--- config.mk ---
export PLATFORM = sky130hd
export DESIGN_NAME = edh_crc_engine
export DESIGN_NICKNAME = d
export VERILOG_FILES = /design/src/rtl/edh_crc_pkg.sv /design/src/rtl/edh_crc_accum.sv /design/src/rtl/edh_region_judge.sv /design/src/rtl/edh_crc_engine.sv
export SDC_FILE = /design/constraint.sdc
export NUM_CORES = 1
export LEC_CHECK = 0
export BUFFER_PORTS_ARGS = -buffer_cell sky130_fd_sc_hd__buf_2
export CORE_MARGIN = 5
export CORE_UTILIZATION = 40
export CTS_BUF_LIST = sky130_fd_sc_hd__clkbuf_16
export CTS_CLUSTER_SIZE = 30
export DETAILED_ROUTE_END_ITERATION = 7
export HOLD_SLACK_MARGIN = 0.12
export PLACE_DENSITY_LB_ADDON = 0.08
export REMOVE_ABC_BUFFERS = 1
export SKIP_LAST_GASP = 1
export SYNTH_ARGS = -nofsm -noshare
export SYNTH_HDL_FRONTEND = slang
export SYNTH_SLANG_ARGS = --single-unit
--- constraint.sdc ---
create_clock -name clk -period 3.4 [get_ports clk]
set_input_delay 0.17 -clock clk [delete_from_list [all_inputs] [get_ports clk]]
set_output_delay 0.17 -clock clk [all_outputs]
set_load 0.05 [all_outputs]
--- src/rtl/edh_crc_pkg.sv ---
package edh_crc_pkg;
  localparam int WORD_W_DEF = 10;
  localparam int CRC_W_DEF  = 16;
  localparam int N_REG      = 2;
  localparam int REG_FF     = 0;
  localparam int REG_AP     = 1;

  typedef struct packed {
    logic edh;
    logic eda;
    logic ues;
    logic txv;
    logic rxv;
  } region_flags_t;
endpackage

--- src/rtl/edh_crc_accum.sv ---
module edh_crc_accum #(
  parameter int                WORD_W = 10,
  parameter int                CRC_W  = 16,
  parameter logic [CRC_W-1:0]  POLY   = 'h1021
) (
  input  logic              clk,
  input  logic              rst_n,
  input  logic              en,
  input  logic [WORD_W-1:0] word,
  output logic [CRC_W-1:0]  crc_nx
);
  logic [CRC_W-1:0] crc_q;
  logic             en_d;
  logic [CRC_W-1:0] seed;

  function automatic logic [CRC_W-1:0] step(input logic [CRC_W-1:0] c,
                                            input logic [WORD_W-1:0] w);
    logic [CRC_W-1:0] r;
    logic             fb;
    r = c;
    for (int i = 0; i < WORD_W; i++) begin
      fb = r[CRC_W-1] ^ w[i];
      r  = {r[CRC_W-2:0], 1'b0};
      if (fb) r = r ^ POLY;
    end
    return r;
  endfunction

  // Window start: the accumulator restarts from zero.
  always_comb begin
    seed   = (en && !en_d) ? '0 : crc_q;
    crc_nx = en ? step(seed, word) : crc_q;
  end

  always_ff @(posedge clk or negedge rst_n) begin
    if (!rst_n) begin
      crc_q <= '0;
      en_d  <= 1'b0;
    end else begin
      crc_q <= crc_nx;
      en_d  <= en;
    end
  end
endmodule

--- src/rtl/edh_region_judge.sv ---
module edh_region_judge
  import edh_crc_pkg::*;
#(
  parameter int CRC_W = 16
) (
  input  logic             clk,
  input  logic             rst_n,
  input  logic             latch,
  input  logic [CRC_W-1:0] calc_in,
  input  logic [CRC_W-1:0] calc_out,
  input  logic [CRC_W-1:0] rx_crc,
  input  logic             rx_v,
  input  logic             rx_edh,
  input  logic             rx_eda,
  input  logic             force_low,
  output region_flags_t    flags,
  output logic [CRC_W-1:0] tx_crc,
  output logic [CRC_W-1:0] st_rx_crc
);
  region_flags_t    flags_nx;
  logic [CRC_W-1:0] tx_crc_nx;
  logic [CRC_W-1:0] st_rx_crc_nx;

  always_comb begin
    flags_nx     = flags;
    tx_crc_nx    = tx_crc;
    st_rx_crc_nx = st_rx_crc;
    if (latch) begin
      flags_nx.edh = rx_v && (rx_crc != calc_in);
      flags_nx.ues = !rx_v;
      flags_nx.eda = rx_eda | rx_edh;
      flags_nx.txv = !force_low;
      flags_nx.rxv = rx_v;
      tx_crc_nx    = calc_out;
      st_rx_crc_nx = rx_crc;
    end
  end

  always_ff @(posedge clk or negedge rst_n) begin
    if (!rst_n) begin
      flags     <= '{edh: 1'b0, eda: 1'b0, ues: 1'b0, txv: 1'b1, rxv: 1'b0};
      tx_crc    <= '0;
      st_rx_crc <= '0;
    end else begin
      flags     <= flags_nx;
      tx_crc    <= tx_crc_nx;
      st_rx_crc <= st_rx_crc_nx;
    end
  end
endmodule

--- src/rtl/edh_crc_engine.sv ---
module edh_crc_engine
  import edh_crc_pkg::*;
#(
  parameter int               WORD_W = WORD_W_DEF,
  parameter int               CRC_W  = CRC_W_DEF,
  parameter logic [CRC_W-1:0] POLY   = 'h1021
) (
  input  logic              clk,
  input  logic              rst_n,
  input  logic [WORD_W-1:0] in_word,
  input  logic [WORD_W-1:0] out_word,
  input  logic              ff_en,
  input  logic              ap_en,
  input  logic              field_end,
  input  logic [CRC_W-1:0]  rx_ff_crc,
  input  logic [CRC_W-1:0]  rx_ap_crc,
  input  logic              rx_ffv,
  input  logic              rx_apv,
  input  logic              rx_ff_edh,
  input  logic              rx_ff_eda,
  input  logic              rx_ap_edh,
  input  logic              rx_ap_eda,
  input  logic              force_ffv_low,
  input  logic              force_apv_low,
  output logic [CRC_W-1:0]  tx_ff_crc,
  output logic [CRC_W-1:0]  tx_ap_crc,
  output logic              tx_ffv,
  output logic              tx_apv,
  output logic              ff_edh_err,
  output logic              ap_edh_err,
  output logic              ff_eda,
  output logic              ap_eda,
  output logic              ff_ues,
  output logic              ap_ues,
  output logic [CRC_W-1:0]  stat_rx_ff_crc,
  output logic [CRC_W-1:0]  stat_rx_ap_crc,
  output logic              stat_rx_ffv,
  output logic              stat_rx_apv
);
  logic [N_REG-1:0] reg_en;
  logic [N_REG-1:0] rx_v_a, rx_edh_a, rx_eda_a, force_a;
  logic [CRC_W-1:0] rx_crc_a   [N_REG];
  logic [CRC_W-1:0] calc_in_a  [N_REG];
  logic [CRC_W-1:0] calc_out_a [N_REG];
  logic [CRC_W-1:0] tx_crc_a   [N_REG];
  logic [CRC_W-1:0] st_crc_a   [N_REG];
  region_flags_t    flags_a    [N_REG];

  assign reg_en[REG_FF]   = ff_en;
  assign reg_en[REG_AP]   = ap_en;
  assign rx_v_a[REG_FF]   = rx_ffv;
  assign rx_v_a[REG_AP]   = rx_apv;
  assign rx_edh_a[REG_FF] = rx_ff_edh;
  assign rx_edh_a[REG_AP] = rx_ap_edh;
  assign rx_eda_a[REG_FF] = rx_ff_eda;
  assign rx_eda_a[REG_AP] = rx_ap_eda;
  assign force_a[REG_FF]  = force_ffv_low;
  assign force_a[REG_AP]  = force_apv_low;
  assign rx_crc_a[REG_FF] = rx_ff_crc;
  assign rx_crc_a[REG_AP] = rx_ap_crc;

  for (genvar g = 0; g < N_REG; g++) begin : g_region
    edh_crc_accum #(.WORD_W(WORD_W), .CRC_W(CRC_W), .POLY(POLY)) u_acc_in (
      .clk(clk), .rst_n(rst_n), .en(reg_en[g]), .word(in_word),
      .crc_nx(calc_in_a[g]));
    edh_crc_accum #(.WORD_W(WORD_W), .CRC_W(CRC_W), .POLY(POLY)) u_acc_out (
      .clk(clk), .rst_n(rst_n), .en(reg_en[g]), .word(out_word),
      .crc_nx(calc_out_a[g]));
    edh_region_judge #(.CRC_W(CRC_W)) u_judge (
      .clk(clk), .rst_n(rst_n), .latch(field_end),
      .calc_in(calc_in_a[g]), .calc_out(calc_out_a[g]),
      .rx_crc(rx_crc_a[g]), .rx_v(rx_v_a[g]), .rx_edh(rx_edh_a[g]),
      .rx_eda(rx_eda_a[g]), .force_low(force_a[g]),
      .flags(flags_a[g]), .tx_crc(tx_crc_a[g]), .st_rx_crc(st_crc_a[g]));
  end

  assign tx_ff_crc      = tx_crc_a[REG_FF];
  assign tx_ap_crc      = tx_crc_a[REG_AP];
  assign stat_rx_ff_crc = st_crc_a[REG_FF];
  assign stat_rx_ap_crc = st_crc_a[REG_AP];
  assign tx_ffv         = flags_a[REG_FF].txv;
  assign tx_apv         = flags_a[REG_AP].txv;
  assign ff_edh_err     = flags_a[REG_FF].edh;
  assign ap_edh_err     = flags_a[REG_AP].edh;
  assign ff_eda         = flags_a[REG_FF].eda;
  assign ap_eda         = flags_a[REG_AP].eda;
  assign ff_ues         = flags_a[REG_FF].ues;
  assign ap_ues         = flags_a[REG_AP].ues;
  assign stat_rx_ffv    = flags_a[REG_FF].rxv;
  assign stat_rx_apv    = flags_a[REG_AP].rxv;
endmodule

==> results of run 1 <==
## registers in the layout, indices dropped and copies added (netlist names)
signal                      cells
g_region.u_acc_in.crc_q        32
g_region.u_acc_out.crc_q       32
g_region.u_acc_out.en_d         2
g_region.u_judge.flags         10
g_region.u_judge.st_rx_crc     32
g_region.u_judge.tx_crc        32
## through the flow
step                      instance area, um2  cells  setup slack [ns]
after global placement                  9530   1141             0.784
final                                  10500   1215             0.557
after detailed placement                9530   1141             0.717
after CTS                              10500   1215             0.569
after global routing                   10500   1215             0.455
after floorplan                         8360    713             0.613
## cell type report
cell class / count / area, um2 / area share, %
Inverter: 12 / 45.0 / 0.428
Sequential cell: 140 / 3510 / 33.3
Tap cell: 275 / 344 / 3.27
Clock inverter: 15 / 154 / 1.46
Multi-Input combinational cell: 561 / 4810 / 45.7
Clock buffer: 17 / 425 / 4.04
Timing Repair Buffer: 195 / 1240 / 11.8
## cell usage after synthesis (all sizes together), types with 4 or more instances
| cell | instances | area (um2) |
|---|---|---|
| a31oi | 4 | 25.0 |
| nor4 | 7 | 43.8 |
| mux2 | 109 | 1230 |
| nand2b | 8 | 50.1 |
| xnor2 | 118 | 1080 |
| o22ai | 5 | 31.3 |
| clkbuf | 20 | 75.1 |
| nor3b | 4 | 30.0 |
| or2 | 4 | 25.0 |
| a21oi | 27 | 139 |
| dfrtp | 138 | 3450 |
| buf | 27 | 166 |
| mux2i | 4 | 40.0 |
| o21ai | 17 | 85.1 |
| xor2 | 53 | 517 |
| o21a | 4 | 30.0 |
| nand3 | 5 | 25.0 |
| nor2 | 49 | 194 |
| nand2 | 53 | 206 |
| or3 | 6 | 37.5 |
| xnor3 | 21 | 474 |
| nor3 | 5 | 25.0 |
| nand4 | 6 | 37.5 |
| and2 | 7 | 43.8 |
| inv | 10 | 37.5 |
## what timing repair did
| item | in CTS | in global routing |
|---|---|---|
| endpoints found under the hold margin | 91 | 0 |
| setup endpoints to repair | 0 | 0 |
| hold buffers | 42 | 0 |
| buffers inserted | 0 | 0 |
## path summary, 6_finish.rpt
check,from,endpoint,cells after the start
max,ap_en,g_region[1].u_judge.flags[4],9
min,rx_ff_crc[13],g_region[0].u_judge.st_rx_crc[13],2
max reg2reg,g_region[1].u_acc_out.en_d,g_region[1].u_judge.flags[4],7
min reg2reg,g_region[1].u_judge.flags[1],g_region[1].u_judge.flags[1],2
max in group asynchronous,rst_n,g_region[0].u_judge.flags[1],3
min in group asynchronous,rst_n,g_region[0].u_judge.st_rx_crc[10],2
## critical path, stage by stage
cell           delay, ns
dlygate4sd3_1       0.53
buf_2               0.20
and2b_4             0.27
or3_1               0.43
and2_1              0.26
xnor3_1             0.36
or4_1               0.54
o41ai_2             0.24
a31oi_1             0.13
## cells by family after synthesis
| kind of cell | count (synthesis) |
|---|---|
| XOR/XNOR | 195 |
| buffers and inverters | 59 |
| multiplexers | 113 |
| flip-flops | 140 |
| AND/OR/NAND/NOR | 169 |
| AO/OA/AOI/OAI | 84 |
## report_power, final
part	total (mW)	switching (mW)	internal (mW)
combinational	5.83	3.15	2.67
clock	1.86	0.830	1.03
sequential	2.93	0.599	2.33
## layer usage
metal  share of wire (%)  routed length (um)  global-route usage (%)
met5               0.045                  10                       0
met4                 1.4                 312                    4.71
met3                 5.2                1160                    4.51
met2                  47               10500                    29.9
met1                  46               10400                    25.6
==> metrics.cfg, run 1 <==
[run_status]
status=finished, final reports clean

[setup_path]
critPathArrivalTime_ns=3.14
worst_setup_path_start_kind=input pin
end_kind=register
critical_path_required_ns=3.70
cp_max_fo=15
path_class=in -> reg
rrSetupSlack_ns=0.72

[synth]
synth-seq-cells=140
synth_top_family_by_area=XOR/XNOR gates
synth_xor_area_share_pct=24.9
synth_edf_count=0
synthArstFlopShare_pct=100
avgSynthCellArea_um2=11.3
ys_seq_area_share_pct=40.8
syn_inst=760
syn_area_um2=8600
synth-adder-area-share_pct=0
synth_compound_area_share_pct=6.39
yosys_warnings=0
synth-simple-area-share_pct=9.82
synth_cell_types=71
ys.flop_type=dfrtp_1
muxShareOfSynthArea_pct=14.7

[clock_network]
clock_sink_count=140
tritoncts=yes
cts_htree_levels=4
clockBufferDepth=2
cts_buffers=17
cts_resized=0
insertion_delay_ns=0.42
clk_pin_slew_ns=0.07
cts_root_buffer=clkbuf_16

[placed_design]
dp.final_hpwl_um=16500
portBuffers=138
globalplace.congestion=0.864

[detailed_routing]
post_drt_wl_per_cell_um=18.4
drc=0
ant_nets=0
dr.pass1.iters=4
routed_via_density=5.07
drt-total-wl_um=22400
drt_iter0_markers=303
vias=6158

[global_route]
antenna_found_initial=1
grt.total_usage_pct=18.7
grt_max_degree=93
overflow=0
grt_first_pass_wirelength_um=35600
grt_pass1_vias=6418

[final_layout]
syn2layout_area_growth_pct=22.4
final_layout_size_suffix_gt1_share_pct=33.7
fin_util_pct=49.9
fillerInstances=1942
diodes=0
mostFrequentLayoutCells=dfrtp_1 (138), buf_2 (136), xnor2_1 (115)
fin_nets=992
layout_commonest_cell=dfrtp_1

[floorplanning]
pin_count=139
die_area_um2=24500
die_h_um=157
die_x_um=157
core_um2=21100
fp-row-count=53
initial_utilization_pct=40.8

[sta]
max_freq_mhz=352
finalClockSkew_ns=0.00982
slew_violations=0
worst_hold_slack_ns=0.199
tightest_slew_ns=0.648
period_needed_ns=2.84
hold_viol=0
setup_viol=0
rsz0062_at_grt=no
relSlewSlack_pct=56.7
tns_ns=0
finalCritPeriodShare_pct=83.6

[pwr]
power_density_nw_per_um2=1010
ir_drop_v=0.000571
power.leakage_nw=4.57
fin_total_pwr_mw=10.6

[hold_path]
holdCritPathClass=in -> reg

[job]
cap_violations=0

(Power assumes the default switching activity.)
==> inputs of run 2 (changes only) <==
- ABC_AREA: not set -> 1
- clock period: 3.4 -> 2.55 ns (I/O delays scaled with it)
==> run 2 against run 1 <==
Against the previous run:
- clock power grew 27%
- synthesized cell count grew 48%
- combinational power shrank 9.4%
- critical path depth grew 11
- critical endpoint is now g_region[0].u_judge.flags[4]
- largest power group unchanged
==> metrics.cfg, run 2 <==
[floorplanning]
pin_count=139
initial_utilization_pct=40.4
core_um2=20000
die_area_um2=23200
die_x_um=152
fp-row-count=52
die_h_um=152

[global_route]
grt_max_degree=60
gr-usage-met2_pct=28.6
grt_pass1_vias=7017
grt_first_pass_wirelength_um=36000
grt.busiest_layer=met2
antenna_found_initial=0
met1_usage_pct=27.7
grt.total_usage_pct=18.9
use_met3_pct=3.92
overflow=0

[final_layout]
stdcell_count=1581
fillerInstances=2085
syn2layout_area_growth_pct=23.6
final_layout_size_suffix_gt1_share_pct=17.8
mostFrequentLayoutCells=nand2_1 (518), dfrtp_1 (138), buf_2 (136)
stdcell_area_um2=10000
diodes=0
fin_nets=1363
layout_commonest_cell=nand2_1

[synth]
synth_edf_count=0
yosys_warnings=0
yosysTopAreaCell=dfrtp_1
ys.flop_type=dfrtp_1
syn_area_um2=8090
synth-seq-cells=140
avgSynthCellArea_um2=7.18
ys_seq_area_share_pct=43.3
synth_top_area_share_pct=42.7
syn_inst=1126
synth_cell_types=33
synthTopCellsByCount=nand2_1 (518), dfrtp_1 (138), nand3_1 (110)
post-synth-top-count-cell=nand2_1
synth.top_cells.by_area=dfrtp_1 (43%), nand2_1 (24%), nand3_1 (6.8%)
synthArstFlopShare_pct=100

[sta]
rsz0062_at_grt=yes
slew_violations=0
finalCritPeriodShare_pct=90.8
tightest_slew_ns=0.615
setup_viol=0
finalClockSkew_ns=0.00982
setup_slack_ns=0.235
max_freq_mhz=432
period_needed_ns=2.31
hold_viol=0
tns_ns=0
relSlewSlack_pct=58.9

[pwr]
p_sw_mw=5.14
internal_power_mw=6.02
power_density_nw_per_um2=1120
clkPwrFrac_pct=21.1
ir_drop_v=0.000541
netSwitchingFraction_pct=46.0
p_comb_share_pct=47.4
seq_power_share_pct=31.5
power.leakage_nw=5.52

[setup_path]
critPathArrivalTime_ns=2.64
path_common_cell=nand2_1
path_delay_family=simple AND/OR/NAND/NOR gates
worstPathCellList=dlygate4sd3_1 -> clkbuf_4 -> nand2_8 -> nand2_1 -> nand2_1 -> nand2_1 -> nand2_1 -> nand3_1 -> nand2_1 -> nand2_1 -> nand2_1 -> nand2_1 -> nand2_1 -> nand2_1 -> inv_1 -> nand2_1 -> nor2_1 -> nand3_1 -> nand2_1 -> nand2_1
end_kind=register
critPathSlowestCell=dlygate4sd3_1
critical_path_required_ns=2.87
cp_num_cells=20
cp_slowest_stage_delay_ns=0.56
path_class=in -> reg
rr_worst_depth=19
worst_setup_path_start_kind=input pin
cp.buffers_inverters=3
cp_max_fo=42

[clock_network]
cts_buffers=17
clk_pin_slew_ns=0.06
tritoncts=yes
clockBufferDepth=2
cts_root_buffer=clkbuf_16
insertion_delay_ns=0.43
post-cts-setup-buffers=0
cts_htree_levels=4
clock_sink_count=140

[hold_path]
holdCritPathClass=in -> reg
holdPathStages=5

[placed_design]
dp.final_hpwl_um=16100
place_ws_ns=0.201
globalplace.congestion=0.855
dp_cells=1507
dpl_cell_area_um2=9000
portBuffers=138

[detailed_routing]
dr.pass1.iters=5
drt_iter0_markers=423
drc=0
post_drt_wl_per_cell_um=13.8
drt-total-wl_um=21800
vias=7330
routed_via_density=4.64
ant_nets=0

[job]
cap_violations=0

[run_status]
status=finished, final reports clean

run 2: cell families (layout without fill, tap and decap cells):
family                    Yosys count  in the layout  synth area share [%]
and+or+nand+nor                   711            711                  36.1
xor gates and xnor gates           56             56                  7.64
DFF                               140            140                  43.3
buffers and inverters             141            326                  7.50
AOI/OAI and AO/OA                  78             78                  5.40
run 2: repair_timing:
action / 4_1_cts / 5_1_grt
hold buffers: 42 / 0
hold endpoints to repair: 113 / 0
endpoints found under the setup margin: 0 / 6
resized for setup: 0 / 4
run 2: area by class of cell:
class                           count  area, um2  share of cell area [%]
Multi-Input combinational cell    845       3990                    39.9
Sequential cell                   140       3510                    35.1
Timing Repair Buffer              193       1230                    12.3
Clock buffer                       17        425                    4.26
Inverter                          101        379                    3.79
Tap cell                          270        338                    3.38
Clock inverter                     15        125                    1.25
run 2: per-layer routing:
metal | part of all wire (%) | wire length [um]
met1 | 51 | 11100
met2 | 44 | 9470
met3 | 4.0 | 873
met4 | 1.2 | 266
met5 | 0 | 0
run 2: worst register-to-register path, cell delays in order (launching register included):
cell and delay [ns]:
dfrtp_1 0.37, inv_2 0.07, nand2_8 0.21, nand2_1 0.12, nand2_1 0.07, nand2_1 0.11, nand2_1 0.11, nand3_1 0.08
nand2_1 0.19, nand2_1 0.13, nand2_1 0.09, nand2_1 0.07, nand2_1 0.06, nand2_1 0.04, inv_1 0.04, nand2_1 0.05
nor2_1 0.13, nand3_1 0.08, nand2_1 0.06, nand2_1 0.04
run 2: per-stage QoR:
step           power, mW  hold slack, ns  utilization (%)
2_1_floorplan       7.47          -0.168                -
3_3_place_gp        8.76           0.112             44.9
3_5_place_dp        8.79           0.111             44.9
4_1_cts             11.3           0.179             49.8
5_1_grt             12.0           0.244             49.9
6_report            11.2           0.197             49.9
run 2: path summary, 6_finish.rpt:
path	startpoint	slack, ns	endpoint
setup / recovery	ff_en	0.24	g_region[0].u_judge.flags[4]
hold / removal	in_word[3]	0.20	g_region[0].u_acc_in.crc_q[11]
setup reg to reg	g_region[0].u_acc_out.en_d	0.32	g_region[0].u_judge.flags[4]
hold reg to reg	g_region[1].u_judge.flags[0]	0.47	g_region[1].u_judge.flags[0]
max in group asynchronous	rst_n	1.50	g_region[1].u_judge.tx_crc[9]
min in group asynchronous	rst_n	0.21	g_region[1].u_judge.tx_crc[7]
run 2: power groups by stage:
stage                     sequential (mW)  combinational [mW]  clock, mW
after floorplan                      4.43                3.04          0
after global placement               3.53                5.23          0
after detailed placement             3.53                5.26          0
after CTS                            3.51                5.34       2.41
after global routing                 3.61                5.92       2.50
final                                3.51                5.28       2.36
==> inputs of run 3 (changes only) <==
- BUFFER_PORTS_ARGS: -buffer_cell sky130_fd_sc_hd__buf_2 -> not set
- DONT_BUFFER_PORTS: not set -> 1
==> run 3 against run 2 <==
Against the previous run:
- the run now ends with hold timing left
- via count is 5.0% lower
- cell area decreased by 4.9%
- non-clock buffer count shrank 128
- critical path type is now reg -> reg
- highest routed layer unchanged
==> metrics.cfg, run 3 (synthesized netlist as in run 2, its figures left out) <==
[run_status]
status=finished with violations
violations=hold timing

[sta]
tightest_slew_ns=0.653
slew_violations=0
tns_ns=0
worst_hold_slack_ns=-0.605
period_needed_ns=2.39
max_freq_mhz=418
rsz0062_at_grt=yes
hold_viol=140
finalCritPeriodShare_pct=93.7
relSlewSlack_pct=56.4
setup_viol=0
finalClockSkew_ns=0.00883

[detailed_routing]
vias=6961
drt_iter0_markers=482
post_drt_wl_per_cell_um=15.5
drt-total-wl_um=22500
dr.pass1.iters=5
routed_via_density=4.79
ant_nets=0
drc=0

[hold_path]
holdCritPathClass=in -> async

[placed_design]
dp.final_hpwl_um=15500
dpl_cell_area_um2=8290
globalplace.congestion=0.843
portBuffers=0
dp_cells=1365

[setup_path]
path_class=reg -> reg
r2r_start=g_region[0].u_acc_out.en_d
critical_path_required_ns=2.91
worstPathCellList=inv_2 -> nand2_8 -> buf_4 -> nand2_1 -> xor2_2 -> inv_1 -> nand2_1 -> nand2_2 -> xnor2_2 -> nand2_1 -> a31oi_1 -> dlygate4sd3_1
cp_max_fo=14
worst_setup_path_start_kind=register
path_common_cell=nand2_1
critPathArrivalTime_ns=2.75
cp_slowest_stage_delay_ns=0.56
rr_worst_depth=12
critPathSlowestCell=dlygate4sd3_1
end_kind=register
rrSetupSlack_ns=0.16
cp.buffers_inverters=4
path_delay_family=buffers and inverters
rr_endpoint=g_region[0].u_judge.tx_crc[1]

[global_route]
grt_pass1_vias=6617
antenna_found_initial=1
grt_max_degree=141
grt.total_usage_pct=19.6
overflow=0
grt_first_pass_wirelength_um=36700

[job]
cap_violations=0

[final_layout]
fin_nets=1235
stdcell_count=1453
diodes=0
ff_latch_area_um2=3510
mostFrequentLayoutCells=nand2_1 (514), dfrtp_1 (138), nand3_1 (109)
layout_commonest_cell=nand2_1
multi_input_area_um2=4020
syn2layout_area_growth_pct=17.5
stdcell_area_um2=9510
fillerInstances=2045
final_layout_size_suffix_gt1_share_pct=8.79

[floorplanning]
die_x_um=152
core_um2=20000
die_area_um2=23200
pin_count=139
die_h_um=152
fp-row-count=52
initial_utilization_pct=40.4

[clock_network]
ctsHoldBuffers=54
clk_pin_slew_ns=0.07
cts_root_buffer=clkbuf_16
clockBufferDepth=2
cts_buffers=17
cts_htree_levels=4
tritoncts=yes
clock_sink_count=140
insertion_delay_ns=0.43

[pwr]
power_density_nw_per_um2=1160
ir_drop_v=0.000648
power.leakage_nw=5.03

[run 3: cell types whose count changed in the layout (fill, tap and decap cells not counted), moves of 3 or more]
| cell | previous run | this run |
|---|---|---|
| nand2_2 | 8 | 12 |
| dlygate4sd3_1 | 42 | 51 |
| buf_4 | 12 | 9 |
| buf_2 | 136 | 0 |
| buf_12 | 1 | 5 |
| inv_6 | 2 | 6 |
| nand2_1 | 518 | 514 |
[run 3: power by group]
group / leakage, nW / internal [mW] / total (mW) / switching (mW)
Clock: 0.279 / 1.46 / 2.54 / 1.08
Sequential: 1.68 / 2.97 / 4.60 / 1.62
Combinational: 3.07 / 1.52 / 3.89 / 2.37
Total: 5.03 / 5.95 / 11.0 / 5.08
[run 3: worst max-delay path by stage]
stage / start / endpoint / slack, ns / cells after the start
4_1_cts: g_region[0].u_acc_out.en_d / g_region[0].u_judge.tx_crc[1] / 0.03 / 12
5_1_grt: g_region[0].u_acc_out.en_d / g_region[0].u_judge.tx_crc[1] / -0.02 / 12
3_5_place_dp: g_region[0].u_acc_out.en_d / g_region[0].u_judge.flags[4] / 0.11 / 19
2_1_floorplan: g_region[0].u_acc_out.en_d / g_region[0].u_judge.tx_crc[6] / 0.60 / 12
3_3_place_gp: g_region[0].u_acc_out.en_d / g_region[0].u_judge.flags[4] / 0.19 / 19
6_report: g_region[0].u_acc_out.en_d / g_region[0].u_judge.tx_crc[1] / 0.16 / 12
[run 3: stage by stage]
| step | total power, mW | util, % | worst slack, ns |
|---|---|---|---|
| floorplan | 7.47 | - | 0.597 |
| global placement | 8.36 | 41.4 | 0.187 |
| detailed placement | 8.37 | 41.4 | 0.115 |
| CTS | 11.1 | 47.2 | 0.0336 |
| global route | 11.9 | 47.4 | -0.0155 |
| finish | 11.0 | 47.4 | 0.160 |
[run 3: repair_timing]
item | CTS | global route
endpoints found under the setup margin | 0 | 2
gates resized for setup | 0 | 9
hold endpoints to repair | 264 | 140
buffers inserted | 0 | 2
[run 3: layout make-up]
class,instances,area share [%]
Sequential cell,140,36.9
Tap cell,270,3.55
Timing Repair Buffer,65,7.13
Multi-Input combinational cell,845,42.3
Clock buffer,17,4.48
Clock inverter,15,1.70
Inverter,101,4.00
[run 3: layer usage]
layer / part of all wire (%) / routed length, um / vias to the layer above / GRT usage (%)
li1: - / - / 3573 / -
met1: 49 / 11100 / 3221 / 28.7
met2: 44 / 9850 / 149 / 29.3
met3: 5.8 / 1310 / 18 / 5.20
met4: 0.95 / 213 / 0 / 4.24
met5: 0 / 0 / - / 0
[run 3: worst register-to-register path, delay by kind of cell (launching register included)]
family,cells,cell delay [ns]
flops,1,0.39
compound gates,1,0.13
buf+inv,4,0.92
xor+xnor,2,0.41
simple gates,5,0.47
